`config.mk`:
```
export PLATFORM = sky130hd
export DESIGN_NAME = dram_seq
export DESIGN_NICKNAME = d
export VERILOG_FILES = /design/src/rtl/dram_seq_pkg.sv /design/src/rtl/dram_seq_refresh.sv /design/src/rtl/dram_seq_fsm.sv /design/src/rtl/dram_seq_drive.sv /design/src/rtl/dram_seq.sv
export SDC_FILE = /design/constraint.sdc
export NUM_CORES = 1
export LEC_CHECK = 0
export BUFFER_PORTS_ARGS = -buffer_cell sky130_fd_sc_hd__buf_4
export CAP_MARGIN = 20
export CORE_UTILIZATION = 55
export CTS_CLUSTER_SIZE = 28
export DETAILED_ROUTE_END_ITERATION = 8
export GPL_ROUTABILITY_DRIVEN = 1
export HOLD_SLACK_MARGIN = 0.15
export PLACE_DENSITY = 0.88
export SETUP_SLACK_MARGIN = 0.05
export SYNTH_ARGS = -nofsm -noshare
export SYNTH_HDL_FRONTEND = slang
export SYNTH_SLANG_ARGS = --single-unit
```
`constraint.sdc`:
```
create_clock -name clk -period 3.7 [get_ports clk]
set_input_delay 0.925 -clock clk [delete_from_list [all_inputs] [get_ports clk]]
set_output_delay 0.925 -clock clk [all_outputs]
set_load 0.02 [all_outputs]
```
`src/rtl/dram_seq_pkg.sv`:
```
package dram_seq_pkg;

  typedef enum logic [2:0] {
    ST_IDLE = 3'd0,
    ST_T1   = 3'd1,
    ST_T2   = 3'd2,
    ST_T3   = 3'd3,
    ST_T4   = 3'd4
  } phase_t;

  typedef enum logic [1:0] {
    OP_RD  = 2'd0,
    OP_WR  = 2'd1,
    OP_REF = 2'd2
  } op_t;

endpackage

```
`src/rtl/dram_seq_refresh.sv`:
```
// Refresh interval timer, pending flag and refresh-row counter.
module dram_seq_refresh #(
  parameter int ROW_W        = 4,
  parameter int REF_INTERVAL = 64
) (
  input  logic             clk,
  input  logic             rst_n,
  input  logic             grant_i,
  input  logic             done_i,
  output logic             pend_o,
  output logic [ROW_W-1:0] row_o
);
  localparam int TW = (REF_INTERVAL > 2) ? $clog2(REF_INTERVAL) : 1;
  localparam logic [TW-1:0] TMR_LAST = TW'(REF_INTERVAL - 1);
  localparam int NUM_ROWS = 1 << ROW_W;
  localparam logic [ROW_W-1:0] ROW_LAST = ROW_W'(NUM_ROWS - 1);

  logic [TW-1:0]    tmr_q, tmr_nx;
  logic             pend_nx;
  logic [ROW_W-1:0] row_nx;
  logic             wrap;

  always_comb begin
    wrap   = (tmr_q == TMR_LAST);
    tmr_nx = wrap ? '0 : tmr_q + 1'b1;
    // A new interval expiry wins over the grant that clears the flag.
    if (wrap)
      pend_nx = 1'b1;
    else if (grant_i)
      pend_nx = 1'b0;
    else
      pend_nx = pend_o;
    if (done_i)
      row_nx = (row_o == ROW_LAST) ? '0 : row_o + 1'b1;
    else
      row_nx = row_o;
  end

  always_ff @(posedge clk or negedge rst_n) begin
    if (!rst_n) begin
      tmr_q  <= '0;
      pend_o <= 1'b0;
      row_o  <= '0;
    end else begin
      tmr_q  <= tmr_nx;
      pend_o <= pend_nx;
      row_o  <= row_nx;
    end
  end

endmodule

```
`src/rtl/dram_seq_fsm.sv`:
```
// Phase sequencer, request capture and open-row tracking.
module dram_seq_fsm
  import dram_seq_pkg::*;
#(
  parameter int ROW_W  = 4,
  parameter int COL_W  = 4,
  parameter int DATA_W = 8
) (
  input  logic                   clk,
  input  logic                   rst_n,
  input  logic                   req_i,
  input  logic                   we_i,
  input  logic [ROW_W+COL_W-1:0] addr_i,
  input  logic [DATA_W-1:0]      wdata_i,
  input  logic                   ref_pend_i,
  output phase_t                 phase_o,
  output op_t                    op_o,
  output logic [ROW_W-1:0]       row_o,
  output logic [COL_W-1:0]       col_o,
  output logic [DATA_W-1:0]      wdata_o,
  output logic                   row_open_o,
  output logic                   ready_o,
  output logic                   accept_o,
  output logic                   grant_o,
  output logic                   ref_done_o,
  output logic                   hit_o
);
  localparam int AW = ROW_W + COL_W;

  phase_t           phase_nx;
  op_t              op_nx;
  logic             open_nx;
  logic [ROW_W-1:0] req_row;
  logic [COL_W-1:0] req_col;

  assign req_row = addr_i[AW-1:COL_W];
  assign req_col = addr_i[COL_W-1:0];

  always_comb begin
    hit_o      = row_open_o && (req_row == row_o);
    ready_o    = (phase_o == ST_IDLE) && !ref_pend_i;
    ref_done_o = (phase_o == ST_T4) && (op_o == OP_REF);
    phase_nx   = phase_o;
    op_nx      = op_o;
    open_nx    = row_open_o;
    accept_o   = 1'b0;
    grant_o    = 1'b0;
    case (phase_o)
      ST_IDLE: begin
        if (ref_pend_i) begin
          grant_o  = 1'b1;
          op_nx    = OP_REF;
          open_nx  = 1'b0;
          phase_nx = ST_T1;
        end else if (req_i) begin
          accept_o = 1'b1;
          op_nx    = we_i ? OP_WR : OP_RD;
          open_nx  = 1'b1;
          phase_nx = hit_o ? ST_T3 : ST_T1;
        end
      end
      ST_T1:   phase_nx = ST_T2;
      ST_T2:   phase_nx = ST_T3;
      ST_T3:   phase_nx = ST_T4;
      ST_T4:   phase_nx = ST_IDLE;
      default: phase_nx = ST_IDLE;
    endcase
  end

  always_ff @(posedge clk or negedge rst_n) begin
    if (!rst_n) begin
      phase_o    <= ST_IDLE;
      op_o       <= OP_RD;
      row_open_o <= 1'b0;
    end else begin
      phase_o    <= phase_nx;
      op_o       <= op_nx;
      row_open_o <= open_nx;
    end
  end

  always_ff @(posedge clk or negedge rst_n) begin
    if (!rst_n) begin
      row_o   <= '0;
      col_o   <= '0;
      wdata_o <= '0;
    end else if (accept_o) begin
      row_o   <= req_row;
      col_o   <= req_col;
      wdata_o <= wdata_i;
    end
  end

endmodule

```
`src/rtl/dram_seq_drive.sv`:
```
// Decodes the phase into device strobes and bus values, and captures read data.
module dram_seq_drive
  import dram_seq_pkg::*;
#(
  parameter int ROW_W  = 4,
  parameter int COL_W  = 4,
  parameter int DATA_W = 8,
  parameter int BUS_W  = 4
) (
  input  logic              clk,
  input  logic              rst_n,
  input  phase_t            phase_i,
  input  op_t               op_i,
  input  logic [ROW_W-1:0]  row_i,
  input  logic [COL_W-1:0]  col_i,
  input  logic [ROW_W-1:0]  ref_row_i,
  input  logic              row_open_i,
  input  logic [DATA_W-1:0] wdata_i,
  input  logic [DATA_W-1:0] dram_rdata_i,
  output logic              cs_n_o,
  output logic              ras_n_o,
  output logic              cas_n_o,
  output logic              rw_o,
  output logic              oe_n_o,
  output logic [BUS_W-1:0]  addr_o,
  output logic [DATA_W-1:0] wdata_o,
  output logic [DATA_W-1:0] rdata_o,
  output logic              rvalid_o
);
  logic             is_ref;
  logic [BUS_W-1:0] row_bus, col_bus, ref_bus;
  logic             rv_nx;

  assign is_ref  = (op_i == OP_REF);
  assign row_bus = BUS_W'(row_i);
  assign col_bus = BUS_W'(col_i);
  assign ref_bus = BUS_W'(ref_row_i);
  assign wdata_o = wdata_i;

  always_comb begin
    cs_n_o  = 1'b1;
    ras_n_o = !row_open_i;
    cas_n_o = 1'b1;
    rw_o    = 1'b1;
    oe_n_o  = 1'b1;
    addr_o  = '0;
    case (phase_i)
      ST_T1: begin
        cs_n_o  = 1'b0;
        ras_n_o = 1'b1;
        addr_o  = is_ref ? ref_bus : row_bus;
      end
      ST_T2: begin
        cs_n_o  = 1'b0;
        ras_n_o = 1'b0;
        addr_o  = is_ref ? ref_bus : row_bus;
      end
      ST_T3, ST_T4: begin
        cs_n_o  = 1'b0;
        ras_n_o = is_ref && (phase_i == ST_T4);
        if (is_ref) begin
          addr_o = ref_bus;
        end else begin
          addr_o  = col_bus;
          cas_n_o = 1'b0;
          rw_o    = (op_i != OP_WR);
          oe_n_o  = (op_i != OP_RD);
        end
      end
      default: ;
    endcase
  end

  assign rv_nx = (phase_i == ST_T4) && (op_i == OP_RD);

  always_ff @(posedge clk or negedge rst_n) begin
    if (!rst_n)
      rvalid_o <= 1'b0;
    else
      rvalid_o <= rv_nx;
  end

  always_ff @(posedge clk or negedge rst_n) begin
    if (!rst_n)
      rdata_o <= '0;
    else if (rv_nx)
      rdata_o <= dram_rdata_i;
  end

endmodule

```
`src/rtl/dram_seq.sv`:
```
module dram_seq
  import dram_seq_pkg::*;
#(
  parameter int ROW_W        = 4,
  parameter int COL_W        = 4,
  parameter int DATA_W       = 8,
  parameter int REF_INTERVAL = 64
) (
  input  logic                                   clk,
  input  logic                                   rst_n,
  input  logic                                   host_req,
  input  logic                                   host_we,
  input  logic [ROW_W+COL_W-1:0]                 host_addr,
  input  logic [DATA_W-1:0]                      host_wdata,
  output logic                                   host_ready,
  output logic [DATA_W-1:0]                      host_rdata,
  output logic                                   host_rvalid,
  output logic                                   dram_cs_n,
  output logic                                   dram_ras_n,
  output logic                                   dram_cas_n,
  output logic                                   dram_rw,
  output logic                                   dram_oe_n,
  output logic [((ROW_W>COL_W)?ROW_W:COL_W)-1:0] dram_addr,
  output logic [DATA_W-1:0]                      dram_wdata,
  input  logic [DATA_W-1:0]                      dram_rdata
);
  localparam int BUS_W = (ROW_W > COL_W) ? ROW_W : COL_W;

  logic [1:0]        rst_sync;
  logic              rst_q;
  phase_t            phase;
  op_t               op;
  logic [ROW_W-1:0]  row_q;
  logic [COL_W-1:0]  col_q;
  logic [DATA_W-1:0] wdata_q;
  logic              row_open, accept, grant, ref_done, hit;
  logic              ref_pend;
  logic [ROW_W-1:0]  ref_row;

  always_ff @(posedge clk or negedge rst_n) begin
    if (!rst_n)
      rst_sync <= 2'b00;
    else
      rst_sync <= {rst_sync[0], 1'b1};
  end
  assign rst_q = rst_sync[1];

  dram_seq_refresh #(.ROW_W(ROW_W), .REF_INTERVAL(REF_INTERVAL)) u_refresh (
    .clk     (clk),
    .rst_n   (rst_q),
    .grant_i (grant),
    .done_i  (ref_done),
    .pend_o  (ref_pend),
    .row_o   (ref_row)
  );

  dram_seq_fsm #(.ROW_W(ROW_W), .COL_W(COL_W), .DATA_W(DATA_W)) u_fsm (
    .clk        (clk),
    .rst_n      (rst_q),
    .req_i      (host_req),
    .we_i       (host_we),
    .addr_i     (host_addr),
    .wdata_i    (host_wdata),
    .ref_pend_i (ref_pend),
    .phase_o    (phase),
    .op_o       (op),
    .row_o      (row_q),
    .col_o      (col_q),
    .wdata_o    (wdata_q),
    .row_open_o (row_open),
    .ready_o    (host_ready),
    .accept_o   (accept),
    .grant_o    (grant),
    .ref_done_o (ref_done),
    .hit_o      (hit)
  );

  dram_seq_drive #(.ROW_W(ROW_W), .COL_W(COL_W), .DATA_W(DATA_W), .BUS_W(BUS_W)) u_drive (
    .clk          (clk),
    .rst_n        (rst_q),
    .phase_i      (phase),
    .op_i         (op),
    .row_i        (row_q),
    .col_i        (col_q),
    .ref_row_i    (ref_row),
    .row_open_i   (row_open),
    .wdata_i      (wdata_q),
    .dram_rdata_i (dram_rdata),
    .cs_n_o       (dram_cs_n),
    .ras_n_o      (dram_ras_n),
    .cas_n_o      (dram_cas_n),
    .rw_o         (dram_rw),
    .oe_n_o       (dram_oe_n),
    .addr_o       (dram_addr),
    .wdata_o      (dram_wdata),
    .rdata_o      (host_rdata),
    .rvalid_o     (host_rvalid)
  );

endmodule

```
=== Word level (Yosys, flattened, before mapping) ===
Index checks and enable logic that the tools add are counted.

* Bits in registers: 44
* Bits of input ports: 28
* Output and inout port bits: 27
* Logic and storage cells: 68

* Add/sub/neg operators: 2
* Equality and inequality tests: 10
* Multiplexer cells: 29
* Reductions and logical operators: 15

{| class="wikitable"
|+ Operators by type and width
! kind !! count
|-
| $mux 1 || 17
|-
| $mux 4 || 3
|-
| $pmux 3 s4 || 1
|-
| $pmux 4 s2 || 1
|-
| $add 6x1->6 const B || 1
|-
| $eq 3x2->1 const B || 2
|-
| $eq 6x6->1 const B || 1
|-
| $mux 2 || 3
|-
| $mux 3 || 2
|-
| $mux 6 || 1
|-
| $reduce_bool 2->1 || 3
|-
| $add 4x1->4 const B || 1
|-
| $eq 4x4->1 || 1
|-
| $eq 4x4->1 const B || 1
|-
| $logic_and 1x1->1 || 4
|-
| $reduce_or 2->1 || 2
|-
| $reduce_or 4->1 || 1
|-
| $eq 3x1->1 const B || 1
|-
| $eq 3x3->1 const B || 1
|-
| $logic_not 3->1 || 1
|-
| $ne 3x3->1 const B || 1
|-
| $pmux 1 s3 || 1
|-
| $eq 2x2->1 const B || 1
|-
| $logic_not 1->1 || 2
|-
| 3 further kinds || 3
|}

=== Longest topological paths before layout ===
* Word-level depth: 6
* Depth in mapped cells: 6
* Depth with buffers taken out: 4

=== Hierarchy ===
From an unflattened synthesis, not the netlist that was laid out.

* Cells, all modules: 168
* Area, all modules: 2114.5 um2

{| class="wikitable"
|+ Modules (own cells, without submodules)
! module !! instances !! cells each !! area an instance (um2) !! sequential area each (um2)
|-
| dram_seq_fsm || 1 || 68 || 964.7 || 550.5
|-
| dram_seq_drive || 1 || 57 || 630.6 || 225.2
|-
| dram_seq_refresh || 1 || 40 || 465.4 || 275.3
|-
| dram_seq || 1 || 3 || 53.8 || 50.0
|}

=== Least setup slack after synthesis ===
OpenSTA, ideal clock, no wires.

* Path kind: reg-to-output
* Start point: register u_fsm.phase_o[1]
* End point: output port dram_addr[0] (netlist name)
* Arrival time: 1.482 ns
* Data required time: 2.775 ns
* Slack: 1.293 ns
* Cell stages (with the launch flop): 7
* Buffers on the path: 2
* Cell sequence: dfrtp_1 -> buf_4 -> clkbuf_1 -> a21oi_1 -> a211oi_1 -> a21oi_1 -> o2bb2ai_1

* Cells in the longest elaborated chain, start to end: 3
* Elaborated cells on any way between the ends: 7
* Classes of those cells: eq/ne (4); mux (1); reduce/logical (2)

{| class="wikitable"
|+ Ends and longest elaborated chain
! item !! RTL line !! text
|-
| start: declaration || dram_seq_fsm.sv:16 || <nowiki>output phase_t phase_o,</nowiki>
|-
| start signal: assignment || dram_seq_fsm.sv:76 || <nowiki>phase_o <= phase_nx;</nowiki>
|-
| $eq 3x2->1 (tied with other cells) || dram_seq_drive.sv:47 || <nowiki>case (phase_i)</nowiki>
|-
| $reduce_or 2->1 (on tied branches) || - ||
|-
| $pmux 4 s2 * || dram_seq_drive.sv:47 ||
|-
| end: declaration || dram_seq.sv:23 || <nowiki>output logic [((ROW_W>COL_W)?ROW_W:COL_W)-1:0] dram_addr,</nowiki>
|}

Mark *: on every way between the ends. The rest lies on a longest branch, timed or not.

=== Worst setup path in the final report ===
* Start point: register u_fsm.phase_o[1]
* End point: output port dram_addr[3] (netlist name)

The elaborated chain is that of the path after synthesis.

==> impl_metrics.env <==
export IMPL_status="completed"
export IMPL_drt_total_wl_um=3944
export IMPL_final_common_cell="buf_4"
export IMPL_p_sw_mw=0.8397
export IMPL_crit_arrival_ns=1.88
export IMPL_antenna_cells=0
export IMPL_grt_util_all_layers_pct=20.95
export IMPL_worst_r2r_setup_slack_ns=1.81
export IMPL_max_freq_mhz=356.4
export IMPL_grt_pass1_wl_um=6320
export IMPL_leakage_nw=1.242
export IMPL_synth_edf_count=0
export IMPL_timing_rr_start="u_fsm.phase_o[1]$_DFFE_PN0P_"
export IMPL_routed_via_density=5.474
export IMPL_antenna_found_initial=0
export IMPL_dr_pass1_iters=4
export IMPL_pin_count=55
export IMPL_fin_crit_ns=2.806
export IMPL_io_buffers=54
export IMPL_synth_nets=200
export IMPL_cp_required_ns=2.77
export IMPL_clock_sinks=44
export IMPL_chipWidth_um=63.38
export IMPL_final_cell_mix="55 x buf_4, 44 x dfrtp_1, 16 x mux2_2"
export IMPL_seqCellArea_um2=1101
export IMPL_syn_area_um2=2072
export IMPL_crit_fanout=18
export IMPL_syn_area_per_cell_um2=12.19
export IMPL_postSynthCellCount=170
export IMPL_cts_root_buffer="clkbuf_8"
export IMPL_cts_reportedPaths_clkPinSlew_ns=0.08
export IMPL_synth_seq_cells=44
export IMPL_initial_utilization_pct=59.74
export IMPL_cts_setup_buffers=0
export IMPL_nFillCells=273
export IMPL_switching_share_pct=38.81
export IMPL_coreArea_um2=3468
export IMPL_clockBufferDepth=2
export IMPL_die_area_um2=4016
export IMPL_grt_pass1_vias=1370
export IMPL_gp_congestion=0.8422
export IMPL_synth_flop_cell="dfrtp_1"
export IMPL_rsz0062_at_grt="no"
export IMPL_numCtsBuffers=5
export IMPL_p_int_mw=1.324
export IMPL_grt_max_degree=34
export IMPL_clock_latency_ns=0.29
export IMPL_cts_max_level=2
export IMPL_maxCapViolations=0
export IMPL_cts_repair_resized=0
export IMPL_drt_iter0_drc=99
export IMPL_combPwrFrac_pct=48.0
export IMPL_area_growth_pct=24.82
export IMPL_setup_viol_count_final=0
export IMPL_power_density_nw_per_um2=836.7
export IMPL_rows=21
export IMPL_synthArstFlopShare_pct=100.0
export IMPL_cp_start_kind="register"
export IMPL_clkPwrFrac_pct=14.0
export IMPL_yosysWarnings=0
export IMPL_die_h_um=63.38
export IMPL_power_frac_seq_pct=38.0
export IMPL_dpl_hpwl_um=2897
export IMPL_timing_rr_end="u_drive.rdata_o[2]$_DFFE_PN0P_"
export IMPL_min_path_type="register to asynchronous set/reset pin"
export IMPL_grt_remaining_overflow=0
export IMPL_path_class="register to primary output"
export IMPL_wl_per_cell_um=14.50
export IMPL_multiInputGateArea_um2=914.6
export IMPL_hold_violations=0
export IMPL_fin_setup_tns_ns=0
export IMPL_nNetsFinal=255
export IMPL_cts_tree="done"
export IMPL_reg2regPathDepth=3
export IMPL_vias=1489
export IMPL_drive_above_1_share_pct=41.59
export IMPL_synth_cell_types=37
export IMPL_worst_slew_pin_slew_ns=0.5971
export IMPL_slew_headroom_pct=60.19
export IMPL_crit_path_end_kind="primary output"
export IMPL_drv_slew=0
export IMPL_remaining_drc_errors=0
export IMPL_drtAntennaViolNets=0
export IMPL_finalClockSkew_ns=0.001797
export IMPL_hold_buffers=0
export IMPL_synth_seq_area_share_pct=53.14
export IMPL_period_share_pct=75.84
export IMPL_power_mw=2.164
export IMPL_vdd_drop_max_mv=0.4632
[critical path, stage by stage, from the launching register on]
cell       delay [ns]
dfrtp_1          0.73
mux2i_1          0.16
a211oi_1         0.32
a21oi_1          0.07
o2bb2ai_1        0.15
buf_4            0.16
[worst max path at each step]
stage / from / endpoint / slack [ns]
5_1_grt: u_fsm.phase_o[1]$_DFFE_PN0P_ / dram_addr[3] / 0.70
4_1_cts: u_fsm.phase_o[1]$_DFFE_PN0P_ / dram_addr[3] / 0.88
3_3_place_gp: u_fsm.phase_o[1]$_DFFE_PN0P_ / dram_addr[3] / 1.26
6_report: u_fsm.phase_o[1]$_DFFE_PN0P_ / dram_addr[3] / 0.89
3_5_place_dp: u_fsm.phase_o[1]$_DFFE_PN0P_ / dram_addr[3] / 1.20
2_1_floorplan: u_fsm.phase_o[1]$_DFFE_PN0P_ / dram_addr[0] / 1.29
[cells in the mapped netlist, types with 3 or more instances]
master | n | share of area (%)
dfrtp_1 | 44 | 53
mux2_2 | 16 | 8.7
a21oi_1 | 14 | 3.4
nand2_1 | 12 | 2.2
mux2_4 | 10 | 7.2
nor2_1 | 8 | 1.4
a211oi_1 | 7 | 2.5
nand3_1 | 5 | 1.2
xor2_1 | 5 | 2.1
clkbuf_1 | 4 | 0.72
mux2i_1 | 4 | 1.9
o21ai_0 | 4 | 0.97
xnor2_1 | 4 | 1.7
nor3_1 | 3 | 0.72
o2bb2ai_1 | 3 | 1.3
[state kept, by name, summed over array words and instances, names as in the netlist]
register / count
u_fsm.row_open_o: 1
u_fsm.row_o: 4
u_refresh.pend_o: 1
u_fsm.wdata_o: 8
u_fsm.op_o: 2
rst_sync: 2
u_drive.rvalid_o: 1
u_fsm.phase_o: 3
u_refresh.row_o: 4
u_drive.rdata_o: 8
u_fsm.col_o: 4
u_refresh.tmr_q: 6
[cell families (layout without fill, tap and decap cells)]
group / after synthesis / count (layout) / share of synthesized area, %
AOI/OAI and AO/OA: 36 / 36 / 11.11
xor gates and xnor gates: 9 / 9 / 3.804
adders and majority gates: 2 / 2 / 1.208
buffers and inverters: 9 / 65 / 2.717
DFF: 44 / 44 / 53.14
muxes: 30 / 30 / 17.87
other: 1 / 1 / 0.1810
and+or+nand+nor: 39 / 39 / 9.964
[power by group through the flow]
stage	Sequential [mW]	Combinational [mW]	Clock, mW
floorplan	0.855	0.659	0
global placement	0.817	1.02	0
detailed placement	0.824	1.05	0
CTS	0.821	1.05	0.309
global route	0.848	1.12	0.327
finish	0.823	1.04	0.303
[through the flow]
step | hold WS, ns | util [%] | area, um^2 | setup WS [ns] | std cells
5_1_grt | 0.1993 | 74.57 | 2586 | 0.6956 | 272
4_1_cts | 0.1708 | 74.57 | 2586 | 0.8779 | 272
3_5_place_dp | 0.1638 | 71.90 | 2494 | 1.202 | 264
6_report | 0.1612 | 74.57 | 2586 | 0.8939 | 272
2_1_floorplan | 0.3312 | - | 2072 | 1.293 | 170
3_3_place_gp | 0.1536 | 71.90 | 2494 | 1.255 | 264
[cell type report]
| type | count | share of cell area (%) |
|---|---|---|
| Clock inverter | 2 | 0.3870 |
| Tap cell | 46 | 2.225 |
| Inverter | 2 | 0.2903 |
| Timing Repair Buffer | 55 | 15.97 |
| Multi-Input combinational cell | 117 | 35.37 |
| Clock buffer | 6 | 3.193 |
| Sequential cell | 44 | 42.57 |
[per-layer routing]
layer | track usage, % | wire length, um | vias to the layer above
li1 | - | - | 720
met1 | 28.38 | 1788 | 715
met2 | 31.78 | 1883 | 48
met3 | 6.159 | 231 | 6
met4 | 7.670 | 40 | 0
met5 | 0 | 0 | -
Note: power is estimated with default switching activity, not from simulation.
